## src/rtl/ptw_pkg.sv

```systemverilog
package ptw_pkg;

  typedef enum logic [1:0] {
    ST_IDLE  = 2'd0,
    ST_ISSUE = 2'd1,
    ST_WAIT  = 2'd2,
    ST_FIN   = 2'd3
  } walk_state_e;

  typedef enum logic [1:0] {
    DK_BAD   = 2'd0,
    DK_TABLE = 2'd1,
    DK_LEAF  = 2'd2
  } desc_kind_e;

  localparam int DESC_W      = 64;
  localparam int BIT_VALID   = 0;
  localparam int BIT_TYPE    = 1;
  localparam int BIT_LEAF_RO = 7;
  localparam int BIT_TBL_RO  = 62;

  localparam logic FK_TRANSLATION = 1'b0;
  localparam logic FK_PERMISSION  = 1'b1;

  function automatic logic [4:0] gran_shift(input logic [1:0] code);
    case (code)
      2'd1:    return 5'd14;
      2'd2:    return 5'd16;
      default: return 5'd12;
    endcase
  endfunction

  function automatic logic [5:0] level_shift(input logic [4:0] gs, input logic [1:0] lv);
    int r;
    r = int'(gs) + (3 - int'(lv)) * (int'(gs) - 3);
    return 6'(r);
  endfunction

  function automatic logic [63:0] low_mask(input logic [6:0] n);
    return (64'd1 << n) - 64'd1;
  endfunction

  function automatic logic [1:0] start_level(input logic [4:0] gs, input logic [5:0] tsz);
    int insz;
    int q;
    insz = 64 - int'(tsz);
    case (gs)
      5'd14:   q = (insz - 4) / 11;
      5'd16:   q = (insz - 4) / 13;
      default: q = (insz - 4) / 9;
    endcase
    if (q >= 4) return 2'd0;
    if (q <= 1) return 2'd3;
    return 2'(4 - q);
  endfunction

endpackage

```

## src/rtl/ptw_desc_class.sv

```systemverilog
module ptw_desc_class
  import ptw_pkg::*;
#(
  parameter int ADDR_W = 48
) (
  input  logic [DESC_W-1:0] desc,
  input  logic [1:0]        level,
  input  logic [4:0]        gshift,
  input  logic              is_write,
  input  logic              hdis,
  output desc_kind_e        kind,
  output logic              perm_ok,
  output logic [ADDR_W-1:0] next_base,
  output logic [ADDR_W-1:0] leaf_base,
  output logic [ADDR_W-1:0] leaf_mask,
  output logic [1:0]        leaf_perm
);

  logic [63:0] gmask;
  logic [63:0] lmask;

  assign gmask = low_mask({2'b00, gshift});
  assign lmask = low_mask({1'b0, level_shift(gshift, level)});

  always_comb begin
    if (!desc[BIT_VALID])           kind = DK_BAD;
    else if (level == 2'd3)         kind = desc[BIT_TYPE] ? DK_LEAF : DK_BAD;
    else if (desc[BIT_TYPE])        kind = DK_TABLE;
    else if (level == 2'd0)         kind = DK_BAD;
    else                            kind = DK_LEAF;
  end

  always_comb begin
    if (kind == DK_TABLE)
      perm_ok = !(is_write && desc[BIT_TBL_RO] && !hdis);
    else
      perm_ok = !(is_write && desc[BIT_LEAF_RO]);
  end

  assign next_base = ADDR_W'(desc & ~gmask);
  assign leaf_base = ADDR_W'(desc & ~lmask);
  assign leaf_mask = ADDR_W'(lmask);
  assign leaf_perm = {~desc[BIT_LEAF_RO], 1'b1};

endmodule

```

## src/rtl/ptw_addr_gen.sv

```systemverilog
module ptw_addr_gen
  import ptw_pkg::*;
#(
  parameter int ADDR_W = 48
) (
  input  logic [ADDR_W-1:0] base,
  input  logic [ADDR_W-1:0] va,
  input  logic [1:0]        level,
  input  logic [4:0]        gshift,
  output logic [ADDR_W-1:0] desc_addr
);

  localparam int PAD_W = 64 - ADDR_W;

  logic [5:0]  shamt;
  logic [63:0] idx;

  assign shamt     = level_shift(gshift, level);
  assign idx       = ({{PAD_W{1'b0}}, va} >> shamt) & low_mask({2'b00, gshift} - 7'd3);
  assign desc_addr = base + ADDR_W'(idx << 3);

endmodule

```

## src/rtl/ptw_walk_ctrl.sv

```systemverilog
module ptw_walk_ctrl
  import ptw_pkg::*;
#(
  parameter int ADDR_W = 48
) (
  input  logic              clk,
  input  logic              rst_n,
  input  logic              walk_start,
  input  logic [ADDR_W-1:0] walk_va,
  input  logic              walk_write,
  input  logic [ADDR_W-1:0] cfg_ttb,
  input  logic [5:0]        cfg_tsz,
  input  logic [1:0]        cfg_gran,
  input  logic              cfg_hdis,
  input  logic              mem_rsp_valid,
  input  desc_kind_e        dkind,
  input  logic              perm_ok,
  input  logic [ADDR_W-1:0] next_base,
  input  logic [ADDR_W-1:0] leaf_base,
  input  logic [ADDR_W-1:0] leaf_mask,
  input  logic [1:0]        leaf_perm,
  output logic [ADDR_W-1:0] cur_base,
  output logic [ADDR_W-1:0] cur_va,
  output logic [1:0]        cur_level,
  output logic [4:0]        cur_gshift,
  output logic              cur_write,
  output logic              cur_hdis,
  output logic              busy,
  output logic              mem_req,
  output logic              done,
  output logic              fault,
  output logic              fault_kind,
  output logic [ADDR_W-1:0] res_pa,
  output logic [ADDR_W-1:0] res_va,
  output logic [ADDR_W-1:0] res_mask,
  output logic [1:0]        res_perm,
  output logic [1:0]        res_level
);

  walk_state_e state_q, state_d;

  logic              cfg_en, step_en, res_en;
  logic [4:0]        gs_start;
  logic [1:0]        lv_start;
  logic [ADDR_W-1:0] root_base;
  logic [ADDR_W-1:0] base_q, base_d, va_q;
  logic [1:0]        level_q, level_d;
  logic [4:0]        gs_q;
  logic              wr_q, hdis_q;
  logic              fault_q, fault_d, fkind_q, fkind_d;
  logic [ADDR_W-1:0] pa_q, pa_d, rva_q, rva_d, mask_q, mask_d;
  logic [1:0]        perm_q, perm_d;

  // root table geometry from the context settings
  always_comb begin
    int tb;
    gs_start = gran_shift(cfg_gran);
    lv_start = start_level(gs_start, cfg_tsz);
    tb = 64 - int'(cfg_tsz) - int'(level_shift(gs_start, lv_start));
    if (tb < 0) tb = 0;
    root_base = cfg_ttb & ~ADDR_W'(low_mask(7'(tb + 3)));
  end

  always_comb begin
    state_d = state_q;
    cfg_en  = 1'b0;
    step_en = 1'b0;
    res_en  = 1'b0;
    base_d  = next_base;
    level_d = level_q + 2'd1;
    fault_d = 1'b1;
    fkind_d = FK_TRANSLATION;
    perm_d  = 2'b00;
    pa_d    = '0;
    rva_d   = '0;
    mask_d  = '0;
    unique case (state_q)
      ST_IDLE: begin
        if (walk_start) begin
          cfg_en  = 1'b1;
          base_d  = root_base;
          level_d = lv_start;
          state_d = ST_ISSUE;
        end
      end
      ST_ISSUE: state_d = ST_WAIT;
      ST_WAIT: begin
        if (mem_rsp_valid) begin
          unique case (dkind)
            DK_TABLE: begin
              if (perm_ok) begin
                step_en = 1'b1;
                state_d = ST_ISSUE;
              end else begin
                res_en  = 1'b1;
                fkind_d = FK_PERMISSION;
                state_d = ST_FIN;
              end
            end
            DK_LEAF: begin
              res_en  = 1'b1;
              state_d = ST_FIN;
              if (perm_ok) begin
                fault_d = 1'b0;
                perm_d  = leaf_perm;
                pa_d    = leaf_base;
                rva_d   = va_q & ~leaf_mask;
                mask_d  = leaf_mask;
              end else begin
                fkind_d = FK_PERMISSION;
              end
            end
            default: begin
              res_en  = 1'b1;
              state_d = ST_FIN;
            end
          endcase
        end
      end
      ST_FIN: state_d = ST_IDLE;
      default: state_d = ST_IDLE;
    endcase
  end

  always_ff @(posedge clk or negedge rst_n) begin
    if (!rst_n) begin
      state_q <= ST_IDLE;
      base_q  <= '0;
      va_q    <= '0;
      level_q <= '0;
      gs_q    <= 5'd12;
      wr_q    <= 1'b0;
      hdis_q  <= 1'b0;
      fault_q <= 1'b0;
      fkind_q <= 1'b0;
      pa_q    <= '0;
      rva_q   <= '0;
      mask_q  <= '0;
      perm_q  <= '0;
    end else begin
      state_q <= state_d;
      if (cfg_en) begin
        va_q   <= walk_va;
        wr_q   <= walk_write;
        hdis_q <= cfg_hdis;
        gs_q   <= gs_start;
      end
      if (cfg_en || step_en) begin
        base_q  <= base_d;
        level_q <= level_d;
      end
      if (res_en) begin
        fault_q <= fault_d;
        fkind_q <= fkind_d;
        pa_q    <= pa_d;
        rva_q   <= rva_d;
        mask_q  <= mask_d;
        perm_q  <= perm_d;
      end
    end
  end

  assign cur_base   = base_q;
  assign cur_va     = va_q;
  assign cur_level  = level_q;
  assign cur_gshift = gs_q;
  assign cur_write  = wr_q;
  assign cur_hdis   = hdis_q;
  assign busy       = (state_q != ST_IDLE);
  assign mem_req    = (state_q == ST_ISSUE);
  assign done       = (state_q == ST_FIN);
  assign fault      = fault_q;
  assign fault_kind = fkind_q;
  assign res_pa     = pa_q;
  assign res_va     = rva_q;
  assign res_mask   = mask_q;
  assign res_perm   = perm_q;
  assign res_level  = level_q;

endmodule

```

## src/rtl/page_walker.sv

```systemverilog
module page_walker
  import ptw_pkg::*;
#(
  parameter int ADDR_W = 48
) (
  input  logic              clk,
  input  logic              rst_n,
  input  logic              walk_start,
  input  logic [ADDR_W-1:0] walk_va,
  input  logic              walk_write,
  input  logic [ADDR_W-1:0] cfg_ttb,
  input  logic [5:0]        cfg_tsz,
  input  logic [1:0]        cfg_gran,
  input  logic              cfg_hdis,
  output logic              busy,
  output logic              mem_req,
  output logic [ADDR_W-1:0] mem_addr,
  input  logic              mem_rsp_valid,
  input  logic [63:0]       mem_rsp_data,
  output logic              done,
  output logic              fault,
  output logic              fault_kind,
  output logic [ADDR_W-1:0] res_pa,
  output logic [ADDR_W-1:0] res_va,
  output logic [ADDR_W-1:0] res_mask,
  output logic [1:0]        res_perm,
  output logic [1:0]        res_level,
  output logic [4:0]        res_gshift
);

  desc_kind_e        dkind;
  logic              perm_ok;
  logic [ADDR_W-1:0] next_base, leaf_base, leaf_mask;
  logic [1:0]        leaf_perm;
  logic [ADDR_W-1:0] cur_base, cur_va;
  logic [1:0]        cur_level;
  logic [4:0]        cur_gshift;
  logic              cur_write, cur_hdis;

  ptw_walk_ctrl #(.ADDR_W(ADDR_W)) ctrl_i (
    .clk(clk), .rst_n(rst_n),
    .walk_start(walk_start), .walk_va(walk_va), .walk_write(walk_write),
    .cfg_ttb(cfg_ttb), .cfg_tsz(cfg_tsz), .cfg_gran(cfg_gran), .cfg_hdis(cfg_hdis),
    .mem_rsp_valid(mem_rsp_valid),
    .dkind(dkind), .perm_ok(perm_ok), .next_base(next_base),
    .leaf_base(leaf_base), .leaf_mask(leaf_mask), .leaf_perm(leaf_perm),
    .cur_base(cur_base), .cur_va(cur_va), .cur_level(cur_level),
    .cur_gshift(cur_gshift), .cur_write(cur_write), .cur_hdis(cur_hdis),
    .busy(busy), .mem_req(mem_req), .done(done),
    .fault(fault), .fault_kind(fault_kind),
    .res_pa(res_pa), .res_va(res_va), .res_mask(res_mask),
    .res_perm(res_perm), .res_level(res_level)
  );

  ptw_addr_gen #(.ADDR_W(ADDR_W)) addr_i (
    .base(cur_base), .va(cur_va), .level(cur_level),
    .gshift(cur_gshift), .desc_addr(mem_addr)
  );

  ptw_desc_class #(.ADDR_W(ADDR_W)) class_i (
    .desc(mem_rsp_data), .level(cur_level), .gshift(cur_gshift),
    .is_write(cur_write), .hdis(cur_hdis),
    .kind(dkind), .perm_ok(perm_ok), .next_base(next_base),
    .leaf_base(leaf_base), .leaf_mask(leaf_mask), .leaf_perm(leaf_perm)
  );

  assign res_gshift = cur_gshift;

endmodule

```

## config.mk

```make
export PLATFORM = sky130hd
export DESIGN_NAME = page_walker
export DESIGN_NICKNAME = d
export VERILOG_FILES = /design/src/rtl/ptw_pkg.sv /design/src/rtl/ptw_desc_class.sv /design/src/rtl/ptw_addr_gen.sv /design/src/rtl/ptw_walk_ctrl.sv /design/src/rtl/page_walker.sv
export SDC_FILE = /design/constraint.sdc
export NUM_CORES = 1
export LEC_CHECK = 0
export ABC_AREA = 1
export BUFFER_PORTS_ARGS = -buffer_cell sky130_fd_sc_hd__buf_2
export CAP_MARGIN = 40
export CORE_MARGIN = 2
export CORE_UTILIZATION = 52
export CTS_CLUSTER_DIAMETER = 60
export DETAILED_ROUTE_END_ITERATION = 6
export HOLD_SLACK_MARGIN = 0.02
export PLACE_DENSITY_LB_ADDON = 0.15
export RECOVER_POWER = 100
export SLEW_MARGIN = 20
export SYNTH_ARGS = -nofsm -noshare
export SYNTH_HDL_FRONTEND = slang
export SYNTH_SLANG_ARGS = --single-unit
```

## constraint.sdc

```tcl
create_clock -name clk -period 8.1 [get_ports clk]
set_input_delay 0.81 -clock clk [delete_from_list [all_inputs] [get_ports clk]]
set_output_delay 0.81 -clock clk [all_outputs]
set_load 0.05 [all_outputs]
```

Word-level counts from Yosys, hierarchy flattened
Index checks and enable logic that the tools add are counted.

Flip-flop bits (word level): 255. Output and inout port bits: 206. Word-level logic and storage cells: 135.

Add/sub/neg operators: 18. Multipliers: 2. Divide/modulo/power cells: 3. $lt $le $gt $ge: 3. Eq/ne operators: 12. Shifts and indexed selects: 5. Muxes and demuxes: 57. Bitwise operators: 10. Reduce and logical (&&, ||, !) cells: 12.

Operators by type and width (count): 48-bit 2-to-1 mux (14); 48-bit bitwise AND (4); 48-bit inverter (4); 48-bit by 1-bit subtractor with 48-bit output, second input constant (3); 32-bit by 5-bit divider with 32-bit output, second input constant (3); 32-bit by 32-bit multiplier with 6-bit output (2); 32-bit one-hot mux with 2 select lines (1); 48-bit adder (1); 1-bit by 5-bit left shift with 48-bit output, first input constant (1); 1-bit by 6-bit left shift with 48-bit output, first input constant (1); 1-bit by 7-bit left shift with 48-bit output, first input constant (1); 48-bit by 6-bit >> shifter with 45-bit output (1); 45-bit bitwise AND (1); 1-bit by 7-bit left shift with 45-bit output, first input constant (1); 45-bit by 1-bit subtractor with 45-bit output, second input constant (1); 2-bit 2-to-1 mux (19); 32-bit by 4-bit >= comparator with 1-bit output, second input constant (1); 32-bit by 2-bit less-or-equal comparator with 1-bit output, second input constant (1); 1-bit 2-to-1 mux (20); 5-bit by 2-bit subtractor with 6-bit output, second input constant (3); 6-bit adder (2); 2-bit == test, second input constant (5); 5-bit one-hot mux with 2 select lines (1); 9-bit by 1-bit less-than comparator with 1-bit output, second input constant (1); 21 further kinds (30).

Logic depth before layout (Yosys ltp)
Word-level depth: 22. Depth in mapped cells: 96.

Modules after synthesis
From an unflattened synthesis, not the netlist that was laid out.

Cell total of the unflattened synthesis: 4015. Area, all modules: 25550.8 µm².

Modules (own cells, without submodules): ptw_walk_ctrl (instances 1, cells an instance 1661, area an instance 13698.1 µm²); ptw_addr_gen (instances 1, cells an instance 1548, area an instance 7855.0 µm²); ptw_desc_class (instances 1, cells an instance 806, area an instance 3997.6 µm²).

Least setup slack after synthesis
OpenSTA, ideal clock, no wires.

Path type: input-to-reg. Start: in cfg_tsz[0]. End: reg ctrl_i.base_q[38] (netlist: ctrl_i.cur_base[38]). Library setup time: 0.077 ns. Data arrival time: 12.497 ns. Data required time: 8.023 ns. Path slack: -4.474 ns. Cell stages on the path: 90. Path buffers: 1. Cells stage by stage: inv_2 ha_1 nand2_1 nand2_1 ha_1 nand3_4 nor2_8 nor2_1 xor2_1 ha_1 nand2_1 inv_1 nand3_2 nand2_2 inv_2 nand2_1 o21ai_1 ha_1 (+54 left out) inv_1 nor3_1 nand2_1 nor2_1 inv_1 nor2_1 inv_1 ha_1 nand2_2 nor2_4 nand3_2 nor2_4 nand2_2 nor2_4 nand3_2 xor2_1 nand3_1 a21oi_1.

Word-level cells in the longest chain between the ends: 22. Elaborated cells on any way between the ends: 28.

RTL lines: from (decl) (RTL line page_walker.sv:12) `input logic [5:0] cfg_tsz,`; 7-bit by 6-bit subtractor with 8-bit output * (RTL line ptw_pkg.sv:46, ptw_walk_ctrl.sv:59); 8-bit by 4-bit subtractor with 9-bit output (RTL line ptw_pkg.sv:48, ptw_pkg.sv:49, ptw_pkg.sv:50); 32-bit by 5-bit divider with 32-bit output (on tied branches) (RTL line ptw_pkg.sv:50, ptw_pkg.sv:48, ptw_pkg.sv:49); 32-bit one-hot mux with 2 select lines (RTL line ptw_pkg.sv:47) `case (gs)`; 32-bit by 2-bit less-or-equal comparator with 1-bit output (RTL line ptw_pkg.sv:53) `if (q <= 1) return 2'd3;`; 1-bit 2-to-1 mux (2 in series) (RTL line ptw_pkg.sv:53); 2-bit 2-to-1 mux (RTL line ptw_pkg.sv:54) `return 2'(4 - q);`; 2-bit 2-to-1 mux (RTL line ptw_pkg.sv:53); (+5 left out); 7-bit 2-to-1 mux * (RTL line ptw_walk_ctrl.sv:60) `if (tb < 0) tb = 0;`; 7-bit by 3-bit adder with 7-bit output * (RTL line ptw_walk_ctrl.sv:61) `root_base = cfg_ttb & ~ADDR_W'(low_mask(7'(tb + 3)));`; 1-bit by 7-bit left shift with 48-bit output * (RTL line ptw_pkg.sv:40) `return (64'd1 << n) - 64'd1;`; 48-bit by 1-bit subtractor with 48-bit output * (RTL line ptw_pkg.sv:40); 48-bit inverter * (RTL line ptw_walk_ctrl.sv:61); 48-bit bitwise AND * (RTL line ptw_walk_ctrl.sv:61); 48-bit 2-to-1 mux * (RTL line ptw_walk_ctrl.sv:79) `if (walk_start) begin`; 48-bit 2-to-1 mux * (RTL line ptw_walk_ctrl.sv:77) `unique case (state_q)`; to (signal assigned) (RTL line ptw_walk_ctrl.sv:149) `base_q <= base_d;`; to (decl) (RTL line ptw_walk_ctrl.sv:46) `logic [ADDR_W-1:0] base_q, base_d, va_q;`.

Mark *: on every way between the ends. The rest lies on a longest branch, timed or not. The select of a mux whose other input is x is not followed. A chain may end at the register's enable or synchronous reset.

Worst setup path after layout
Start: in cfg_tsz[2]. End: reg ctrl_i.base_q[28] (netlist: ctrl_i.cur_base[28]).

The elaborated chain is that of the path after synthesis.

==> results.toml <==
[timing]
relSlewSlack_pct = -335
fin_crit_sh_pct = 155
slew_violations = 123
setup_viol = 48
rsz0062_at_grt = "true"
fmax_ghz = 0.0799
hold_violations = 0
finClkSkew_ns = 0.0147
tightest_slew_ns = 6.53
setup_ws_ns = -4.42
period_minus_slack_ns = 12.52
fin_setup_tns_ns = -201.28

[yosys]
avgSynthCellArea_sq_um = 7.16
yosysTopAreaCellShare_pct = 31.1
synth_top_area_cell = "dfrtp_1"
synth_seq_cells = 253
synth_common_cells = "540 x nand2_1, 374 x nor2_1, 314 x inv_1"
syn_inst = 2830
synth_edf_count = 0
yosysWarnings = 0
synth_cell_types = 75
synth.most_common_cell = "nand2_1"
ys_seq_area_share_pct = 31.3
synth_area_leaders = "dfrtp_1 31%, nand2_1 10%, nor2_1 6.9%"
netlist_area_sq_um = 20300
ys_async_sr_fraction_pct = 100
synth_flop_cell = "dfrtp_1"

[layout]
multi_input_area_sq_um = 13700
seqCellArea_sq_um = 6340
area_growth_pct = 40.4
drive_gt1_share_pct = 35.3
nets = 3811
nFillCells = 2906

[worst_setup_path]
endpoint_kind = "flip-flop"
path_max_fanout = 6
start_kind = "input port"
crit_slowest_cell = "fa_1"
crit_type = "input port to flip-flop"
max_stage_delay_ns = 0.52
arrival_ns = 13.00
crit_required_ns = 8.58
path_common_cell = "nand2_4"

[detailed_routing]
first_pass_iters = 7
drcViolationCount = 0
drt_wl_total_mm = 93.7
first_iter_violations = 2831
ant_nets = 0
viasPerCell = 6.07
routedWlPerCell_um = 23.1
vias = 24658

[job]
drv_cap = 1

[floorplanning]
ios = 380
dieHeight_um = 201
start_util_pct = 52.5
chipWidth_um = 201
coreArea_sq_um = 38600
rows = 72
dieArea_sq_um = 40600

[grt]
track_usage_pct = 41.6
grt_first_pass_wirelength_mm = 131
antenna_found_initial = 2
grt_max_degree = 133
gr-total-overflow = 0
grt_pass1_vias = 22626

[clock_network]
path_clk_slew_ns = 0.06
cts_tree = "built"
cts_buffers = 28
hold_buffers = 0
cts-root-buf = "clkbuf_16"
clk_latency_ns = 0.57
clkSinkCount = 253
clockBufferDepth = 3
htree_levels = 1

[place]
place.gp.congestion = 1.04
dpl.hpwl_mm = 67.8
port_buffers = 363

[min_path]
hold_path.class = "input port to flip-flop"

[run_status]
violations = "capacitance limit, slew limit, setup timing"
outcome = "finished with violations"
## logic make-up after synthesis
kind of cell             after synthesis  synth area share (%)
AO/OA/AOI/OAI                        631                  19.1
XOR/XNOR                              96                  4.22
adder cells (fa/ha/maj)              113                  7.35
buffers and inverters                481                  9.44
flip-flops                           253                  31.3
multiplexers                          43                  2.12
other                                  1                0.0185
AND/OR/NAND/NOR                     1212                  26.5
## sequential cells by signal, indices dropped and copies added (netlist names)
signal,cells
ctrl_i.state_q,2
ctrl_i.res_perm,2
ctrl_i.cur_level,2
ctrl_i.cur_hdis,1
ctrl_i.cur_gshift,3
ctrl_i.res_mask,48
ctrl_i.cur_va,48
ctrl_i.fault,1
ctrl_i.cur_write,1
ctrl_i.res_pa,48
ctrl_i.fault_kind,1
ctrl_i.cur_base,48
ctrl_i.res_va,48
## layer usage
metal	vias up	part of all wire (%)	GRT usage, %
li1	10884	-	-
met1	11667	38	55.6
met2	1697	44	64.8
met3	410	11	6.69
met4	0	7.6	22.5
met5	-	0	0
## cell type report
class | count | area share [%]
sequential | 253 | 22.3
clock buffer | 38 | 2.78
multi-input combinational | 2097 | 48.3
inverter | 351 | 4.84
timing repair buffer | 793 | 18.9
tap | 518 | 2.28
clock inverter | 12 | 0.515
antenna | 2 | 0.0176
## critical path, delay by kind of cell
kind                     cells  cell delay [ns]
AO/OA/AOI/OAI               13             2.04
XOR/XNOR                     1             0.15
adder cells (fa/ha/maj)     14             4.01
buffers and inverters       22             1.66
AND/OR/NAND/NOR             42             4.32
## metrics by stage
step | setup WS, ns | util (%) | instance area [sq um] | instances | hold WS, ns
2_1_floorplan | -3.73 | - | 20600 | 2831 | 0.455
3_3_place_gp | -4.17 | 64.5 | 24900 | 3877 | 0.458
3_5_place_dp | -4.63 | 64.6 | 24900 | 3879 | 0.461
4_1_cts | -3.44 | 70.0 | 27000 | 3998 | 0.352
5_1_grt | -4.82 | 73.7 | 28400 | 4062 | 0.435
6_report | -4.42 | 73.8 | 28400 | 4064 | 0.439
## repair_timing
item / 4_1_cts / 5_1_grt
pin swaps: 93 / 172
endpoints found under the setup margin: 61 / 63
setup buffers: 69 / 61
endpoints found under the hold margin: 0 / 0
resized for setup: 181 / 217
## placed cells by master (no fill, tap or decap), types with 74 or more instances in the layout
cell and count:
dfrtp_1 250, o21ai_0 236, nand2_1 493, nand3_1 90, a21oi_1 103, buf_4 395, buf_2 354, nor2_1 309
ha_1 78, a32o_1 74, inv_1 276
## path summary, 6_finish.rpt
path | slack (ns) | from | cells past startpoint | to
max | -4.42 | cfg_tsz[2] | 92 | ctrl_i.cur_base[28]$_DFFE_PN0P_
min | 0.44 | walk_write | 3 | ctrl_i.cur_write$_DFFE_PN0P_
max reg2reg | 1.96 | ctrl_i.cur_gshift[3]$_DFFE_PN1P_ | 28 | ctrl_i.res_va[29]$_DFFE_PN0P_
min reg2reg | 0.48 | ctrl_i.res_mask[23]$_DFFE_PN0P_ | 2 | ctrl_i.res_mask[23]$_DFFE_PN0P_
max in group asynchronous | 1.75 | rst_n | 1 | ctrl_i.res_va[6]$_DFFE_PN0P_
min in group asynchronous | 2.67 | rst_n | 1 | ctrl_i.res_va[39]$_DFFE_PN0P_
Power is left out: the tool's default activity adds up to more than one toggle a clock period on the data nets, which glitch-free logic cannot reach.
